File: src/rtl/rp_bringup_pkg.sv
package rp_bringup_pkg;

  typedef enum logic [4:0] {
    S_IDLE, S_PERST_DLY, S_PHY_INIT, S_INIT_DLY, S_REG_ON, S_CLK_ON,
    S_RST_SET, S_RST_DLY, S_RST_CLR, S_CLR_DLY, S_PHY_PWR, S_PERST_HOLD,
    S_REL_DLY, S_CFG, S_POLL, S_POLL_DLY, S_UP, S_TMO,
    S_U_RST, S_U_CLK, S_U_PHYOFF, S_U_PHYEXIT, S_ERR
  } rp_state_e;

  localparam logic [1:0] CMD_INIT = 2'd0;
  localparam logic [1:0] CMD_PWR  = 2'd1;
  localparam logic [1:0] CMD_OFF  = 2'd2;
  localparam logic [1:0] CMD_EXIT = 2'd3;

  localparam logic [1:0] RES_NONE = 2'b00;
  localparam logic [1:0] RES_UP   = 2'b01;
  localparam logic [1:0] RES_TMO  = 2'b10;
  localparam logic [1:0] RES_ERR  = 2'b11;

endpackage

File: src/rtl/rp_delay_timer.sv
module rp_delay_timer #(
  parameter int W = 17
) (
  input  logic         clk,
  input  logic         rst,
  input  logic         load,
  input  logic [W-1:0] load_val,
  input  logic         tick,
  output logic         expired
);

  logic [W-1:0] cnt_q;

  always_ff @(posedge clk) begin
    if (rst)
      cnt_q <= '0;
    else if (load)
      cnt_q <= load_val;
    else if (tick && (cnt_q != '0))
      cnt_q <= cnt_q - 1'b1;
  end

  assign expired = (cnt_q == '0);

endmodule

File: src/rtl/rp_try_counter.sv
module rp_try_counter #(
  parameter int TRIES = 10,
  parameter int W     = 4
) (
  input  logic clk,
  input  logic rst,
  input  logic clr,
  input  logic inc,
  output logic last
);

  logic [W-1:0] cnt_q;

  always_ff @(posedge clk) begin
    if (rst || clr)
      cnt_q <= '0;
    else if (inc)
      cnt_q <= cnt_q + 1'b1;
  end

  assign last = (cnt_q == W'(TRIES - 1));

  AST_TRY_RANGE: assert property (@(posedge clk) disable iff (rst)
    cnt_q < W'(TRIES));

endmodule

File: src/rtl/pcie_rp_bringup.sv
module pcie_rp_bringup
  import rp_bringup_pkg::*;
#(
  parameter int T_STEP_US  = 1000,
  parameter int T_PERST_US = 100000,
  parameter int T_POLL_US  = 100000,
  parameter int POLL_TRIES = 10,
  parameter int N_SUPPLY   = 2
) (
  input  logic                clk,
  input  logic                rst,
  input  logic                tick_us,
  input  logic                start,
  input  logic                ack_i,
  input  logic                err_i,
  input  logic                link_active,
  output logic                perst_o,
  output logic                phy_req,
  output logic [1:0]          phy_cmd,
  output logic [N_SUPPLY-1:0] reg_en,
  output logic                clk_en,
  output logic                core_rst,
  output logic                cfg_req,
  output logic                train_en,
  output logic                done,
  output logic [1:0]          status,
  output logic                warn
);

  localparam int MAX_A = (T_STEP_US > T_PERST_US) ? T_STEP_US : T_PERST_US;
  localparam int MAX_D = (MAX_A > T_POLL_US) ? MAX_A : T_POLL_US;
  localparam int CNT_W = $clog2(MAX_D + 1);
  localparam int TRY_W = (POLL_TRIES > 1) ? $clog2(POLL_TRIES + 1) : 1;

  rp_state_e state_q, state_d;
  logic dly_load, dly_done, try_last, try_clr, try_inc, begin_run;
  logic [CNT_W-1:0] dly_val;

  function automatic logic is_delay(rp_state_e s);
    return (s == S_PERST_DLY) || (s == S_INIT_DLY) || (s == S_RST_DLY) ||
           (s == S_CLR_DLY) || (s == S_PERST_HOLD) || (s == S_REL_DLY) ||
           (s == S_POLL_DLY);
  endfunction

  always_comb begin
    state_d = state_q;
    case (state_q)
      S_IDLE, S_UP, S_TMO, S_ERR: if (start) state_d = S_PERST_DLY;
      S_PERST_DLY:  if (dly_done) state_d = S_PHY_INIT;
      S_PHY_INIT:   if (err_i) state_d = S_ERR;
                    else if (ack_i) state_d = S_INIT_DLY;
      S_INIT_DLY:   if (dly_done) state_d = S_REG_ON;
      S_REG_ON:     if (err_i || ack_i) state_d = S_CLK_ON;
      S_CLK_ON:     if (err_i) state_d = S_U_PHYOFF;
                    else if (ack_i) state_d = S_RST_SET;
      S_RST_SET:    if (err_i) state_d = S_U_CLK;
                    else if (ack_i) state_d = S_RST_DLY;
      S_RST_DLY:    if (dly_done) state_d = S_RST_CLR;
      S_RST_CLR:    if (err_i) state_d = S_U_PHYOFF;
                    else if (ack_i) state_d = S_CLR_DLY;
      S_CLR_DLY:    if (dly_done) state_d = S_PHY_PWR;
      S_PHY_PWR:    if (err_i) state_d = S_U_PHYEXIT;
                    else if (ack_i) state_d = S_PERST_HOLD;
      S_PERST_HOLD: if (dly_done) state_d = S_REL_DLY;
      S_REL_DLY:    if (dly_done) state_d = S_CFG;
      S_CFG:        if (err_i) state_d = S_U_RST;
                    else if (ack_i) state_d = S_POLL;
      S_POLL:       if (link_active) state_d = S_UP;
                    else if (try_last) state_d = S_TMO;
                    else state_d = S_POLL_DLY;
      S_POLL_DLY:   if (dly_done) state_d = S_POLL;
      S_U_RST:      if (err_i || ack_i) state_d = S_U_CLK;
      S_U_CLK:      if (err_i || ack_i) state_d = S_U_PHYOFF;
      S_U_PHYOFF:   if (err_i || ack_i) state_d = S_U_PHYEXIT;
      S_U_PHYEXIT:  if (err_i || ack_i) state_d = S_ERR;
      default:      state_d = S_IDLE;
    endcase
  end

  assign dly_load  = is_delay(state_d) && (state_d != state_q);
  assign dly_val   = (state_d == S_PERST_HOLD) ? CNT_W'(T_PERST_US) :
                     (state_d == S_POLL_DLY)   ? CNT_W'(T_POLL_US)  :
                                                 CNT_W'(T_STEP_US);
  assign try_clr   = (state_q == S_CFG);
  assign try_inc   = (state_q == S_POLL) && (state_d == S_POLL_DLY);
  assign begin_run = (state_d == S_PERST_DLY) && (state_q != S_PERST_DLY);

  rp_delay_timer #(.W(CNT_W)) u_timer (
    .clk(clk), .rst(rst), .load(dly_load), .load_val(dly_val),
    .tick(tick_us), .expired(dly_done)
  );

  rp_try_counter #(.TRIES(POLL_TRIES), .W(TRY_W)) u_tries (
    .clk(clk), .rst(rst), .clr(try_clr), .inc(try_inc), .last(try_last)
  );

  always_ff @(posedge clk) begin
    if (rst) begin
      state_q  <= S_IDLE;
      perst_o  <= 1'b1;
      reg_en   <= '0;
      clk_en   <= 1'b0;
      core_rst <= 1'b0;
      train_en <= 1'b0;
      warn     <= 1'b0;
      phy_req  <= 1'b0;
      phy_cmd  <= CMD_INIT;
      cfg_req  <= 1'b0;
      done     <= 1'b0;
      status   <= RES_NONE;
    end else begin
      state_q <= state_d;

      if (begin_run) perst_o <= 1'b1;
      else if (state_d == S_REL_DLY) perst_o <= 1'b0;

      if (begin_run) reg_en <= '0;
      else if (state_d == S_REG_ON) reg_en <= '1;

      if (begin_run || state_d == S_U_CLK) clk_en <= 1'b0;
      else if (state_d == S_CLK_ON) clk_en <= 1'b1;

      if (begin_run || state_d == S_RST_CLR) core_rst <= 1'b0;
      else if (state_d == S_RST_SET || state_d == S_U_RST) core_rst <= 1'b1;

      if (begin_run) train_en <= 1'b0;
      else if (state_d == S_POLL) train_en <= 1'b1;

      if (begin_run) warn <= 1'b0;
      else if (state_q == S_REG_ON && err_i) warn <= 1'b1;

      phy_req <= (state_d == S_PHY_INIT) || (state_d == S_PHY_PWR) ||
                 (state_d == S_U_PHYOFF) || (state_d == S_U_PHYEXIT);
      case (state_d)
        S_PHY_PWR:   phy_cmd <= CMD_PWR;
        S_U_PHYOFF:  phy_cmd <= CMD_OFF;
        S_U_PHYEXIT: phy_cmd <= CMD_EXIT;
        default:     phy_cmd <= CMD_INIT;
      endcase
      cfg_req <= (state_d == S_CFG);

      done <= (state_d == S_UP) || (state_d == S_TMO) || (state_d == S_ERR);
      case (state_d)
        S_UP:    status <= RES_UP;
        S_TMO:   status <= RES_TMO;
        S_ERR:   status <= RES_ERR;
        default: status <= RES_NONE;
      endcase
    end
  end

  AST_PWR_ORDER: assert property (@(posedge clk) disable iff (rst)
    (phy_req && phy_cmd == CMD_PWR) |-> (clk_en && !core_rst && (&reg_en)));
  AST_PHY_HOLD: assert property (@(posedge clk) disable iff (rst)
    (phy_req && !ack_i && !err_i) |=> (phy_req && $stable(phy_cmd)));
  AST_CFG_RELEASED: assert property (@(posedge clk) disable iff (rst)
    cfg_req |-> !perst_o);
  AST_TRAIN_RELEASED: assert property (@(posedge clk) disable iff (rst)
    train_en |-> !perst_o);
  AST_IDLE_STATUS: assert property (@(posedge clk) disable iff (rst)
    !done |-> (status == RES_NONE));
  AST_RESULT_HOLD: assert property (@(posedge clk) disable iff (rst)
    (done && !start) |=> (done && $stable(status)));

endmodule

File: config.mk
export PLATFORM = sky130hd
export DESIGN_NAME = pcie_rp_bringup
export DESIGN_NICKNAME = d
export VERILOG_FILES = /design/src/rtl/rp_bringup_pkg.sv /design/src/rtl/rp_delay_timer.sv /design/src/rtl/rp_try_counter.sv /design/src/rtl/pcie_rp_bringup.sv
export SDC_FILE = /design/constraint.sdc
export NUM_CORES = 1
export LEC_CHECK = 0
export BUFFER_PORTS_ARGS = -buffer_cell sky130_fd_sc_hd__buf_2
export CAP_MARGIN = 20
export CELL_PAD_IN_SITES_DETAIL_PLACEMENT = 1
export CELL_PAD_IN_SITES_GLOBAL_PLACEMENT = 2
export CORE_AREA = 2 2 70 99
export CTS_BUF_LIST = sky130_fd_sc_hd__clkbuf_8
export CTS_CLUSTER_SIZE = 12
export DETAILED_ROUTE_END_ITERATION = 16
export DIE_AREA = 0 0 72 101
export HOLD_SLACK_MARGIN = 0.15
export PLACE_DENSITY = 0.85
export SYNTH_ARGS = -nofsm -noshare
export SYNTH_HDL_FRONTEND = slang
export SYNTH_SLANG_ARGS = --single-unit
export TNS_END_PERCENT = 10
File: constraint.sdc
create_clock -name clk -period 4.46 [get_ports clk]
set_input_delay 0.669 -clock clk [delete_from_list [all_inputs] [get_ports clk]]
set_output_delay 0.669 -clock clk [all_outputs]
set_load 0.02 [all_outputs]
# ---- Word-level counts from Yosys, hierarchy flattened
# Cells that the tools add are included.
# Widths: inputs -> output; s select.
dict set report word_totals {
  ff_bits 39
  word_cells 126
  inputBits 7
  output_inout_bits 14
}
dict set report classes {
  add_sub_neg 2
  n_reduce_logical 29
  eq_ne 47
  muxes 34
}
# op n
set op_table {}
lappend op_table {{$mux 5} 27}
lappend op_table {{$pmux 5 s20} 1}
lappend op_table {{$eq 5x4->1 const B} 16}
lappend op_table {{$eq 5x5->1 const B} 14}
lappend op_table {{$mux 17} 4}
lappend op_table {{$eq 5x3->1 const B} 8}
lappend op_table {{$eq 5x2->1 const B} 4}
lappend op_table {{$logic_not 17->1} 1}
lappend op_table {{$reduce_bool 17->1} 1}
lappend op_table {{$sub 17x1->17 const B} 1}
lappend op_table {{$logic_or 1x1->1} 16}
lappend op_table {{$pmux 2 s3} 2}
lappend op_table {{$eq 5x1->1 const B} 2}
lappend op_table {{$reduce_or 2->1} 3}
lappend op_table {{$logic_and 1x1->1} 5}
lappend op_table {{$logic_not 5->1} 1}
lappend op_table {{$ne 5x1->1 const B} 1}
lappend op_table {{$ne 5x5->1} 1}
lappend op_table {{$add 4x1->4 const B} 1}
lappend op_table {{$eq 4x4->1 const B} 1}
lappend op_table {{$reduce_or 4->1} 1}
lappend op_table {{$reduce_bool 2->1} 1}

# ---- Depth between registers and ports, before layout
dict set report depth {
  ltp_word 13
  ltp_mapped 12
  ltp_nobuf 10
}

# ---- By module
# From an unflattened synthesis, not the netlist that was laid out.
dict set report unflattened {
  cells_unflattened 345
  hier_area_um2 2707.6
}
# mod cells_each area_per_inst_um2 seq_area_each_um2 instances
set by_module_without_submodules {}
lappend by_module_without_submodules {pcie_rp_bringup 194 1447.6 360.3 1}
lappend by_module_without_submodules {rp_delay_timer 131 1059.8 340.3 1}
lappend by_module_without_submodules {rp_try_counter 20 200.2 80.1 1}

# ---- Worst setup path after synthesis
# OpenSTA, ideal clock, no wires.
dict set report synth_path {
  path_type {input-to-reg}
  from {input err_i}
  to {register u_timer.cnt_q[1]}
  required_ns 4.374
  path_buffers 0
  setup_ns 0.086
  path_slack_ns 2.013
  arrival_time_ns 2.362
  stages 8
  path_cell_list {nor2_2 nor4bb_1 a2111oi_4 o31ai_2 a21oi_2 mux2i_2 o21ai_2 a211oi_1}
}
dict set report synth_via {
  elab_chain_cells 12
  word_cells_on_any_way 31
  classes_between {8 x eq/ne; 14 x mux; 9 x reduce/logical}
}
# item line
set synth_lines {}
lappend synth_lines {{start: declaration} pcie_rp_bringup.sv:15} ;# input logic err_i,
lappend synth_lines {{$logic_or 1x1->1} -}
lappend synth_lines {{$mux 5 (on tied branches)} -}
lappend synth_lines {{$pmux 5 s20 *} pcie_rp_bringup.sv:47} ;# case (state_q)
lappend synth_lines {{$eq 5x1->1 / $eq 5x2->1 (equally long branches)} pcie_rp_bringup.sv:40} ;# return (s == S_PERST_DLY) || (s == S_INIT_DLY) || (s == S_RST_DLY) ||
lappend synth_lines {{$logic_or 1x1->1 (3 in series)} pcie_rp_bringup.sv:40}
lappend synth_lines {{$logic_or 1x1->1 (3 in series)} pcie_rp_bringup.sv:41} ;# (s == S_CLR_DLY) || (s == S_PERST_HOLD) || (s == S_REL_DLY) ||
lappend synth_lines {{$logic_and 1x1->1} pcie_rp_bringup.sv:80} ;# assign dly_load = is_delay(state_d) && (state_d != state_q);
lappend synth_lines {{$mux 17 / $reduce_bool 2->1 (equally long branches)} -}
lappend synth_lines {{end signal: assignment} rp_delay_timer.sv:18} ;# cnt_q <= load_val;
lappend synth_lines {{end signal: assignment} rp_delay_timer.sv:20} ;# cnt_q <= cnt_q - 1'b1;
lappend synth_lines {{end: declaration} rp_delay_timer.sv:12} ;# logic [W-1:0] cnt_q;
# Mark *: on every way between the ends. The rest lies on a longest branch, timed or not.
# A chain may end at the register's enable or synchronous reset.

# ---- Worst setup path after layout
dict set report layout_path {
  from {register state_q[2]}
  to {register u_timer.cnt_q[1]}
}
dict set report layout_via {
  elab_chain_cells 12
  word_cells_on_any_way 68
  classes_between {30 x eq/ne; 28 x mux; 10 x reduce/logical}
}
# item line
set layout_lines {}
lappend layout_lines {{start: declaration} pcie_rp_bringup.sv:35} ;# rp_state_e state_q, state_d;
lappend layout_lines {{start signal: assignment} pcie_rp_bringup.sv:112} ;# state_q <= state_d;
lappend layout_lines {{$eq 5x5->1, or another cell as far along} pcie_rp_bringup.sv:47}
lappend layout_lines {{$reduce_or 4->1, or another cell as far along} pcie_rp_bringup.sv:47}
lappend layout_lines {{$pmux 5 s20} pcie_rp_bringup.sv:47}
lappend layout_lines {{$eq 5x1->1 / $eq 5x2->1 (equally long branches)} pcie_rp_bringup.sv:40}
lappend layout_lines {{$logic_or 1x1->1 (3 in series)} pcie_rp_bringup.sv:40}
lappend layout_lines {{$logic_or 1x1->1 (3 in series)} pcie_rp_bringup.sv:41}
lappend layout_lines {{$logic_and 1x1->1} pcie_rp_bringup.sv:80}
lappend layout_lines {{$mux 17 / $reduce_bool 2->1 (equally long branches)} -}
# Parallel ways exist; a longest one is shown, timed or not.

==> flow_metrics.py <==
metrics = {
    "outcome": {
        "status": "completed",
    },
    "setup_path": {
        "path_class": "register to register",
        "ff2ff_setup_slack_ns": 1.39,
        "critical_path.max_stage_delay_ns": 0.78,
        "path_max_fanout": 23,
        "critical_path.slowest_cell": "dfxtp_1",
        "crit_chain": "inv_1 > o311ai_0 > nand3_1 > a31oi_1 > o21ai_0 > a21oi_1 > o21ai_2 > a211oi_1",
        "worstPathRequired_ns": 4.68,
        "worst_setup_path_start_kind": "register",
        "critPathBufInv": 1,
        "r2r-start": "state_q[2]",
        "crit_family": "compound AO/OA/AOI/OAI gates",
        "worstSetupEndpointType": "register",
        "cp.arrival_ns": 3.29,
        "worstRegToRegCells": 8,
        "worstReg2RegEnd": "u_timer.cnt_q[1]",
    },
    "sta": {
        "finalSetupViolCount": 0,
        "fmax_mhz": 326,
        "clock_skew_ns": 0.00395,
        "max_slew_margin": 0.456,
        "final_hold_viol_count": 0,
        "worstMarginPinSlew_ns": 0.815,
        "period_share": 0.689,
        "rsz0062_at_grt": "false",
        "setup_tns_ns": 0,
        "min_period_ns": 3.07,
        "hold_ws_ns": 0.465,
        "slew_violations": 0,
    },
    "hold_path": {
        "worstHoldStart": "perst_o",
        "hold_end": "perst_o",
        "min_path_type": "register to register",
        "hold_depth": 1,
    },
    "global_routing": {
        "antenna_found_initial": 0,
        "first_global_vias": 2378,
        "grt_start_max_net_pins": 24,
        "grt.overflow.total": 0,
        "grtUsageTotal": 0.209,
        "grt_pass1_wl_um": 11900,
    },
    "synthesis": {
        "synth_area_um2": 2490,
        "synthCells": 299,
        "synth_seq_cells": 39,
        "ys_warn_count": 0,
        "synth_seq_area_share": 0.313,
        "syn_avg_cell_area_um2": 8.34,
        "synth_cell_type_count": 70,
        "ys.flop_type": "dfxtp_1",
        "ys_async_sr_fraction": 0,
        "synth_edf_count": 0,
        "synth_fp_nets": 310,
    },
    "routing": {
        "viasPerCell": 5.83,
        "vias": 2245,
        "wire_per_inst_um": 18.0,
        "drc_errors": 0,
        "first_pass_iters": 4,
        "drt_wl_total_um": 6930,
        "antenna_left": 0,
        "drtIter0Drc": 120,
    },
    "die": {
        "start_util": 0.387,
        "die_w_um": 72,
        "die_y_um": 101,
        "boundaryPins": 21,
        "dieArea_um2": 7270,
        "core_area_um2": 6440,
        "rows": 35,
    },
    "cells_and_area": {
        "area_growth_pct": 7.63,
        "fillers": 797,
        "antenna_cells": 0,
        "final_cells": 385,
        "drive_above_1_share": 0.167,
        "nets": 321,
        "final_common_cell": "nor2_1",
        "post-route-util": 0.417,
        "most-common-layout-cells": "nor2_1, dfxtp_1, buf_2, nand2_1",
    },
    "cts": {
        "clk_pin_slew_ns": 0.08,
        "hold_buffers": 0,
        "cts_tree": "yes",
        "cts_buffers": 5,
        "cts_sinks": 39,
        "root_buffer": "clkbuf_8",
        "htreeDepth": 2,
        "ctsResizeCount": 0,
        "clkLatencyLatePin_ns": 0.30,
        "post_cts_buffers": 0,
        "cts_buffer_depth": 2,
    },
    "pwr": {
        "powerDensity_nw_per_um2": 621,
        "total_power_mw": 1.67,
        "peakVddDrop_mv": 0.270,
        "p_leak_nw": 0.981,
    },
    "run": {
        "maxCapViolCount": 0,
    },
    "placed_design": {
        "hpwl_um": 5390,
        "dp.cells": 377,
        "gp_congestion": 0.830,
        "port_buffers": 20,
    },
}
worst max path at each step:
stage	startpoint	slack (ns)	endpoint	cells past startpoint
5_1_grt	state_q[2]	1.07	u_timer.cnt_q[16]	8
3_3_place_gp	err_i	1.41	u_timer.cnt_q[1]	9
6_report	state_q[2]	1.39	u_timer.cnt_q[1]	8
4_1_cts	state_q[2]	1.43	u_timer.cnt_q[1]	8
3_5_place_dp	err_i	1.43	u_timer.cnt_q[14]	9
2_1_floorplan	err_i	2.01	u_timer.cnt_q[1]	8
metal layers:
metal  vias up  track usage  share of wire
met5         -            0              0
met4         0       0.0639          0.018
met3        10       0.0250          0.023
met2        35        0.397           0.56
met1      1079        0.238           0.40
li1       1121            -              -
power breakdown:
part	internal [mW]	switching (mW)	leakage [nW]	total [mW]
Combinational	0.353	0.548	0.623	0.901
Clock	0.109	0.131	0.0402	0.240
Sequential	0.411	0.112	0.317	0.524
logic make-up (layout without fill, tap and decap cells):
group | after synthesis | in the layout | share of synthesized area
DFF | 39 | 39 | 0.313
and+or+nand+nor | 133 | 133 | 0.295
adders and majority gates | 4 | 4 | 0.0201
muxes | 4 | 4 | 0.0181
AOI/OAI and AO/OA | 75 | 75 | 0.236
xor gates and xnor gates | 19 | 19 | 0.0668
buffers and inverters | 25 | 37 | 0.0502
layout make-up:
| cell class | instances | area, µm² | share of cell area |
|---|---|---|---|
| well taps | 74 | 92.6 | 0.0345 |
| clock buffers | 5 | 68.8 | 0.0257 |
| inverters | 9 | 33.8 | 0.0126 |
| multi-input cells | 235 | 1590 | 0.591 |
| flip-flops and latches | 39 | 781 | 0.291 |
| repair buffers | 20 | 100 | 0.0373 |
| clock inverters | 3 | 20.0 | 0.00746 |
sequential cells by signal (all words and copies together), names as in the netlist, 2 cells and up:
register,flops
u_timer.cnt_q,17
status,2
state_q,5
u_tries.cnt_q,4
phy_cmd,2
synthesized netlist by cell type, types with 2 or more instances:
master | count | area [µm²]
a211oi_1 | 7 | 52.6
a21o_1 | 2 | 15.0
a21oi_1 | 9 | 45.0
a21oi_2 | 4 | 35.0
a31oi_1 | 6 | 37.5
a32oi_1 | 3 | 26.3
a41oi_1 | 2 | 17.5
and2_1 | 3 | 18.8
and3_1 | 4 | 25.0
and3b_1 | 2 | 17.5
buf_2 | 10 | 50.1
buf_4 | 3 | 22.5
dfxtp_1 | 39 | 781
ha_1 | 4 | 50.1
inv_1 | 8 | 30.0
mux2i_1 | 2 | 20.0
nand2_1 | 19 | 71.3
nand2b_1 | 12 | 75.1
nand3_1 | 6 | 30.0
nand3b_1 | 3 | 22.5
nand4_1 | 7 | 43.8
nor2_1 | 43 | 161
nor2_2 | 2 | 12.5
nor2b_1 | 3 | 18.8
nor3_1 | 8 | 40.0
nor3b_1 | 2 | 15.0
nor4_1 | 4 | 25.0
nor4_4 | 2 | 42.5
nor4b_1 | 2 | 17.5
nor4bb_1 | 2 | 20.0
o2111ai_1 | 2 | 17.5
o211a_1 | 2 | 20.0
o211ai_1 | 2 | 15.0
o21a_1 | 2 | 15.0
o21ai_0 | 9 | 45.0
o21ai_1 | 2 | 10.0
o221ai_1 | 4 | 35.0
o32ai_1 | 3 | 26.3
or3_1 | 2 | 12.5
xnor2_1 | 12 | 105
xor2_1 | 7 | 61.3
per-stage QoR:
stage          instance area [µm²]  setup slack, ns
4_1_cts                       2680             1.43
5_1_grt                       2680             1.07
3_5_place_dp                  2590             1.43
2_1_floorplan                 2490             2.01
3_3_place_gp                  2590             1.41
6_report                      2680             1.39
No activity file was read; power rests on OpenSTA's default activity.
